--- config.mk ---
export PLATFORM = sky130hd
export DESIGN_NAME = otpk_key_reader
export DESIGN_NICKNAME = d
export VERILOG_FILES = /design/src/rtl/otpk_pkg.sv /design/src/rtl/otpk_row_screen.sv /design/src/rtl/otpk_accum.sv /design/src/rtl/otpk_walk_ctrl.sv /design/src/rtl/otpk_key_reader.sv
export SDC_FILE = /design/constraint.sdc
export NUM_CORES = 1
export LEC_CHECK = 0
export ABC_AREA = 1
export ABC_CLOCK_PERIOD_IN_PS = 4400
export BUFFER_PORTS_ARGS = -buffer_cell sky130_fd_sc_hd__buf_2
export CAP_MARGIN = 25
export CELL_PAD_IN_SITES_DETAIL_PLACEMENT = 1
export CELL_PAD_IN_SITES_GLOBAL_PLACEMENT = 1
export CORE_MARGIN = 4
export CORE_UTILIZATION = 45
export CTS_CLUSTER_DIAMETER = 200
export DETAILED_ROUTE_END_ITERATION = 12
export MAX_ROUTING_LAYER = met4
export PLACE_DENSITY_LB_ADDON = 0.1
export SLEW_MARGIN = 0
export SYNTH_ARGS = -nofsm -noshare
export SYNTH_HDL_FRONTEND = slang
export SYNTH_SLANG_ARGS = --single-unit
--- constraint.sdc ---
create_clock -name clk -period 4.4 [get_ports clk]
set_clock_uncertainty 0.2 [all_clocks]
set_input_delay 0.88 -clock clk [delete_from_list [all_inputs] [get_ports clk]]
set_output_delay 0.88 -clock clk [all_outputs]
set_load 0.02 [all_outputs]
--- src/rtl/otpk_pkg.sv ---
package otpk_pkg;

  typedef enum logic [1:0] {
    ST_IDLE  = 2'd0,
    ST_FETCH = 2'd1,
    ST_FIN   = 2'd2
  } otpk_state_t;

  // A row is usable only when neither integrity flag is raised.
  function automatic logic row_usable(input logic ecc_flag, input logic bad_flag);
    return !(ecc_flag || bad_flag);
  endfunction

endpackage

--- src/rtl/otpk_row_screen.sv ---
module otpk_row_screen #(
  parameter int KEY_W = 32
) (
  input  logic             rsp_valid,
  input  logic             req_active,
  input  logic [KEY_W-1:0] rsp_word,
  input  logic             rsp_ecc,
  input  logic             rsp_bad,
  output logic             rsp_fire,
  output logic             rsp_good,
  output logic             rsp_take,
  output logic [KEY_W-1:0] take_word
);
  import otpk_pkg::*;

  always_comb begin
    rsp_fire  = rsp_valid && req_active;
    rsp_good  = row_usable(rsp_ecc, rsp_bad);
    rsp_take  = rsp_fire && rsp_good;
    take_word = rsp_word;
  end

endmodule

--- src/rtl/otpk_accum.sv ---
module otpk_accum #(
  parameter int KEY_W = 32
) (
  input  logic             clk,
  input  logic             rst_n,
  input  logic             acc_clear,
  input  logic             acc_en,
  input  logic [KEY_W-1:0] acc_word,
  output logic [KEY_W-1:0] or_acc,
  output logic [KEY_W-1:0] and_acc
);

  always_ff @(posedge clk or negedge rst_n) begin
    if (!rst_n) begin
      or_acc  <= '0;
      and_acc <= '1;
    end else if (acc_clear) begin
      or_acc  <= '0;
      and_acc <= '1;
    end else if (acc_en) begin
      or_acc  <= or_acc | acc_word;
      and_acc <= and_acc & acc_word;
    end
  end

  AST_OR_ONLY_GROWS: assert property (@(posedge clk) disable iff (!rst_n)
    !acc_clear |=> (($past(or_acc) & ~or_acc) == '0));

  AST_AND_ONLY_SHRINKS: assert property (@(posedge clk) disable iff (!rst_n)
    !acc_clear |=> ((~$past(and_acc) & and_acc) == '0));

endmodule

--- src/rtl/otpk_walk_ctrl.sv ---
module otpk_walk_ctrl #(
  parameter int ROW_W = 10,
  parameter int CNT_W = 8
) (
  input  logic             clk,
  input  logic             rst_n,
  input  logic             start,
  input  logic [ROW_W-1:0] first_row,
  input  logic [ROW_W-1:0] last_row,
  input  logic [CNT_W-1:0] num_words,
  input  logic             rsp_fire,
  input  logic             rsp_take,
  output logic             req_active,
  output logic [ROW_W-1:0] req_row,
  output logic             launch,
  output logic             finish,
  output logic             ran_out
);
  import otpk_pkg::*;

  localparam int RIDX_W = ROW_W + 1;

  otpk_state_t       state_q;
  logic [RIDX_W-1:0] row_q;
  logic [RIDX_W-1:0] row_nxt;
  logic [RIDX_W-1:0] end_ext;
  logic [ROW_W-1:0]  end_q;
  logic [CNT_W-1:0]  rem_q;
  logic [CNT_W-1:0]  rem_nxt;
  logic              empty_req;
  logic              walk_stop;

  always_comb begin
    end_ext    = {1'b0, end_q};
    row_nxt    = row_q + 1'b1;
    rem_nxt    = rsp_take ? (rem_q - 1'b1) : rem_q;
    walk_stop  = rsp_fire && ((rem_nxt == '0) || (row_nxt > end_ext));
    empty_req  = (first_row > last_row) || (num_words == '0);
    launch     = (state_q == ST_IDLE) && start;
    finish     = (state_q == ST_FIN);
    req_active = (state_q == ST_FETCH);
    req_row    = row_q[ROW_W-1:0];
    ran_out    = row_q > end_ext;
  end

  always_ff @(posedge clk or negedge rst_n) begin
    if (!rst_n) begin
      state_q <= ST_IDLE;
      row_q   <= '0;
      end_q   <= '0;
      rem_q   <= '0;
    end else begin
      case (state_q)
        ST_IDLE: begin
          if (start) begin
            row_q   <= {1'b0, first_row};
            end_q   <= last_row;
            rem_q   <= num_words;
            state_q <= empty_req ? ST_FIN : ST_FETCH;
          end
        end
        ST_FETCH: begin
          if (rsp_fire) begin
            row_q <= row_nxt;
            rem_q <= rem_nxt;
            if (walk_stop) state_q <= ST_FIN;
          end
        end
        default: state_q <= ST_IDLE;
      endcase
    end
  end

  AST_REQ_IN_WINDOW: assert property (@(posedge clk) disable iff (!rst_n)
    req_active |-> (row_q <= end_ext));

  AST_REQ_HELD: assert property (@(posedge clk) disable iff (!rst_n)
    (req_active && !rsp_fire) |=> (req_active && $stable(row_q)));

  AST_ROW_STEP: assert property (@(posedge clk) disable iff (!rst_n)
    rsp_fire |=> (row_q == $past(row_q) + 1'b1));

  AST_COUNT_STEP: assert property (@(posedge clk) disable iff (!rst_n)
    rsp_take |=> (rem_q == $past(rem_q) - 1'b1));

  AST_FLAGGED_KEEPS_COUNT: assert property (@(posedge clk) disable iff (!rst_n)
    (rsp_fire && !rsp_take) |=> (rem_q == $past(rem_q)));

  AST_QUIET_AFTER_STOP: assert property (@(posedge clk) disable iff (!rst_n)
    walk_stop |=> !req_active);

  AST_EMPTY_NO_READ: assert property (@(posedge clk) disable iff (!rst_n)
    (launch && empty_req) |=> !req_active);

endmodule

--- src/rtl/otpk_key_reader.sv ---
module otpk_key_reader #(
  parameter int ROW_W = 10,
  parameter int CNT_W = 8,
  parameter int KEY_W = 32
) (
  input  logic             clk,
  input  logic             rst_n,
  input  logic             start,
  input  logic [ROW_W-1:0] first_row,
  input  logic [ROW_W-1:0] last_row,
  input  logic [CNT_W-1:0] num_words,
  output logic             rd_req,
  output logic [ROW_W-1:0] rd_row,
  input  logic             rd_valid,
  input  logic [KEY_W-1:0] rd_word,
  input  logic             rd_ecc_err,
  input  logic             rd_bad_bit,
  output logic             key_valid,
  output logic [KEY_W-1:0] key_word,
  output logic             done,
  output logic             fail
);

  // Rejection rule: all-ones AND, zero OR, or overrun of the window.
  function automatic logic key_rejected(input logic [KEY_W-1:0] or_v,
                                        input logic [KEY_W-1:0] and_v,
                                        input logic             overrun);
    return (&and_v) || (or_v == '0) || overrun;
  endfunction

  logic             rsp_fire;
  logic             rsp_good;
  logic             rsp_take;
  logic [KEY_W-1:0] take_word;
  logic             req_active;
  logic             launch;
  logic             finish;
  logic             ran_out;
  logic [KEY_W-1:0] or_acc;
  logic [KEY_W-1:0] and_acc;

  otpk_row_screen #(.KEY_W(KEY_W)) u_screen (
    .rsp_valid (rd_valid),
    .req_active(req_active),
    .rsp_word  (rd_word),
    .rsp_ecc   (rd_ecc_err),
    .rsp_bad   (rd_bad_bit),
    .rsp_fire  (rsp_fire),
    .rsp_good  (rsp_good),
    .rsp_take  (rsp_take),
    .take_word (take_word)
  );

  otpk_walk_ctrl #(.ROW_W(ROW_W), .CNT_W(CNT_W)) u_ctrl (
    .clk       (clk),
    .rst_n     (rst_n),
    .start     (start),
    .first_row (first_row),
    .last_row  (last_row),
    .num_words (num_words),
    .rsp_fire  (rsp_fire),
    .rsp_take  (rsp_take),
    .req_active(req_active),
    .req_row   (rd_row),
    .launch    (launch),
    .finish    (finish),
    .ran_out   (ran_out)
  );

  otpk_accum #(.KEY_W(KEY_W)) u_accum (
    .clk      (clk),
    .rst_n    (rst_n),
    .acc_clear(launch),
    .acc_en   (rsp_take),
    .acc_word (take_word),
    .or_acc   (or_acc),
    .and_acc  (and_acc)
  );

  assign rd_req = req_active;

  always_ff @(posedge clk or negedge rst_n) begin
    if (!rst_n) begin
      key_valid <= 1'b0;
      key_word  <= '0;
      done      <= 1'b0;
      fail      <= 1'b0;
    end else begin
      key_valid <= rsp_take;
      if (rsp_take) key_word <= take_word;
      done <= finish;
      if (launch)      fail <= 1'b0;
      else if (finish) fail <= key_rejected(or_acc, and_acc, ran_out);
    end
  end

  AST_FLAGGED_NO_KEY: assert property (@(posedge clk) disable iff (!rst_n)
    (rsp_fire && !rsp_good) |=> !key_valid);

  AST_GOOD_GIVES_KEY: assert property (@(posedge clk) disable iff (!rst_n)
    rsp_take |=> (key_valid && key_word == $past(rd_word)));

  AST_DONE_ONE_CYCLE: assert property (@(posedge clk) disable iff (!rst_n)
    done |=> !done);

  AST_FAIL_HELD: assert property (@(posedge clk) disable iff (!rst_n)
    (!launch && !finish) |=> $stable(fail));

endmodule

==> results.json <==
{
  "status": "complete, no violations",
  "post-cts-setup-buffers": 0,
  "clock.fmax_ghz": 0.346,
  "post_cts_resized": 0,
  "timing.rr.end": "u_ctrl.state_q[1]",
  "ioPinCount": 112,
  "r2r_slack_ps": 1510,
  "ys.warnings.count": 0,
  "core_um2": 13500,
  "max_stage_delay_ps": 440,
  "final_cells": 1034,
  "ys_ff_latch": 130,
  "syn_area_per_cell_um2": 8.43,
  "cp.required_ps": 4500,
  "maxCapViolCount": 0,
  "crit_top_cell": "nand2_1",
  "power.leakage_nw": 3.94,
  "ir_drop_uv": 316,
  "gp_congestion": 0.835,
  "cts_tree": "done",
  "initial_core_util_pct": 46.6,
  "ys.flop_type": "dfrtp_1",
  "clk_pin_slew_worst_paths_ps": 60,
  "first_iter_violations": 254,
  "wl_per_cell_um": 16.9,
  "final_cell_mix": "nand2_1 (217), buf_2 (110), dfrtp_1 (98)",
  "cts_buffers": 17,
  "postCtsHoldBufs": 0,
  "ys_async_sr_fraction_pct": 100,
  "yosys.area.top_type": "dfrtp_1",
  "ctsRootBufferMaster": "clkbuf_16",
  "hold_viol": 0,
  "cts_buffer_depth": 2,
  "die_x_um": 126,
  "power.density_nw_per_um2": 709,
  "timing.rr.start": "u_ctrl.row_q[0]",
  "hpwlAfterDp_um": 12400,
  "r2r_cells": 16,
  "vias": 5379,
  "clock_sinks": 130,
  "slew_headroom_pct": 48.1,
  "slew_violations": 0,
  "antenna_found_initial": 0,
  "worstPathMaxFanout": 6,
  "total_power_w": 0.00535,
  "finalWirelength_um": 17500,
  "mostFrequentLayoutCell": "nand2_1",
  "synth-edff-count": 0,
  "crit_type": "register to register",
  "htreeDepth": 4,
  "dp_cells": 1001,
  "vias_per_cell": 5.20,
  "synth_area_leaders": "dfrtp_1 (39%), dfstp_2 (13%), nand2_1 (13%), ha_1 (6.4%), inv_1 (5.4%)",
  "crit_end": "u_ctrl.state_q[1]",
  "crit_path_end_kind": "register",
  "first_pass_iters": 4,
  "n_antenna_cell": 0,
  "grt_usage_pct": 23.3,
  "die_area_um2": 15900,
  "crit_arrival_ps": 2990,
  "syn_inst": 743,
  "layout_min_cycle_time_ps": 2890,
  "grt_pass1_wl_um": 28800,
  "final_antenna_net_count": 0,
  "tns_ps": 0,
  "rsz0062_at_grt": "false",
  "grt-ovfl-total": 0,
  "synth_cell_type_count": 29,
  "crit_start": "u_ctrl.row_q[0]",
  "clkLatencyLatePin_ps": 430,
  "ys_seq_area_share_pct": 52.6,
  "hold_slack_ps": 57.3,
  "grt_start_max_net_pins": 74,
  "portBuffers": 111,
  "num-nets-final": 943,
  "final_layout_size_suffix_gt1_share_pct": 21.8,
  "cpMaxStageDelayCell": "dfrtp_1",
  "netlist.area_leader.share_pct": 39.1,
  "row_count": 42,
  "drc_errors": 0,
  "worst_slew_pin_slew_ps": 776,
  "syn_area_um2": 6270,
  "setup_viol": 0,
  "area_delta_synth_final_pct": 20.4,
  "hp-class": "input pin to async pin",
  "startpoint_type": "register",
  "worstPathCellList": "ha_1 > inv_1 > nor2_1 > nand3_1 > xor2_1 > inv_1 > ha_1 > a21o_1 > nor2_1 > nand2_1 > nand2_1 > nand2_1 > a21oi_1 > nand2_1 > nand2_1 > a21oi_1",
  "grt_pass1_vias": 5856,
  "die_h_um": 126,
  "syn_nets": 841,
  "fin_crit_sh_pct": 65.7
}
worst min-delay path by stage:
| stage | from | end | depth (start not counted) |
|---|---|---|---|
| 5_1_grt | rst_n | u_ctrl.rem_q[6] | 1 |
| 6_report | rst_n | u_ctrl.rem_q[6] | 1 |
| 3_3_place_gp | key_word[26] | key_word[26] | 2 |
| 2_1_floorplan | u_ctrl.end_q[1] | u_ctrl.end_q[1] | 2 |
| 4_1_cts | key_word[8] | key_word[8] | 2 |
| 3_5_place_dp | key_word[16] | key_word[16] | 2 |
stage by stage:
step           worst slack, ps  utilization (%)  cell area [um2]
6_report                  1510             56.1             7540
2_1_floorplan             2000                -             6270
5_1_grt                   1270             56.1             7540
4_1_cts                   1510             55.9             7510
3_5_place_dp              1500             51.6             6940
3_3_place_gp              1640             51.6             6940
state kept, by name, summed over array words and instances, names as in the netlist:
signal,flops
u_ctrl.rem_q,8
done,1
u_ctrl.state_q,2
key_word,32
u_accum.or_acc,32
u_ctrl.row_q,11
fail,1
key_valid,1
u_accum.and_acc,32
u_ctrl.end_q,10
metal layers:
layer	wire length [um]	global-route usage (%)	up-vias
met5	0	-	-
met4	239	7.19	0
met3	712	5.17	20
met2	8870	39.0	99
met1	7670	28.3	2658
li1	-	-	2602
worst max-delay path, delay by kind of cell, from the launching register on:
family          cells  cell delay (ps)
simple gates        8              780
fa+ha+maj           2              540
flops               1              440
compound gates      3              420
xor+xnor            1              220
buf+inv             2              150
synth_stat cells, types with 2 or more instances:
cell type / count
dfstp_2: 32
a21o_1: 2
o21ai_0: 63
dfrtp_1: 98
nor4_1: 7
o22ai_1: 10
inv_1: 90
a21oi_1: 46
nand2_1: 219
o21ai_1: 2
buf_4: 11
buf_2: 5
clkbuf_1: 20
xor2_1: 7
ha_1: 32
o211ai_1: 4
a31oi_1: 4
nor2_1: 44
nor3_1: 2
nand4_1: 19
nand3_1: 18
report_power, final:
group | internal (W) | switching (W)
Sequential | 0.00159 | 0.000249
Combinational | 0.000727 | 0.00141
Clock | 0.000852 | 0.000520
Total | 0.00317 | 0.00218
cell type report:
| class | instances | area [um2] |
|---|---|---|
| Sequential cell | 130 | 3290 |
| Clock buffer | 25 | 505 |
| Multi-Input combinational cell | 485 | 2450 |
| Clock inverter | 7 | 72.6 |
| Fill cell | 1669 | 5910 |
| Tap cell | 176 | 220 |
| Timing Repair Buffer | 119 | 651 |
| Inverter | 92 | 345 |
cell families (layout without fill, tap and decap cells):
logic type,count (synthesis),count (layout),synth area share [%]
DFF,130,130,52.6
buffers and inverters,128,243,8.43
and+or+nand+nor,313,313,20.4
AOI/OAI and AO/OA,133,133,11.2
xor gates and xnor gates,7,7,0.978
adders and majority gates,32,32,6.39
Power figures use the tool's default switching activity.
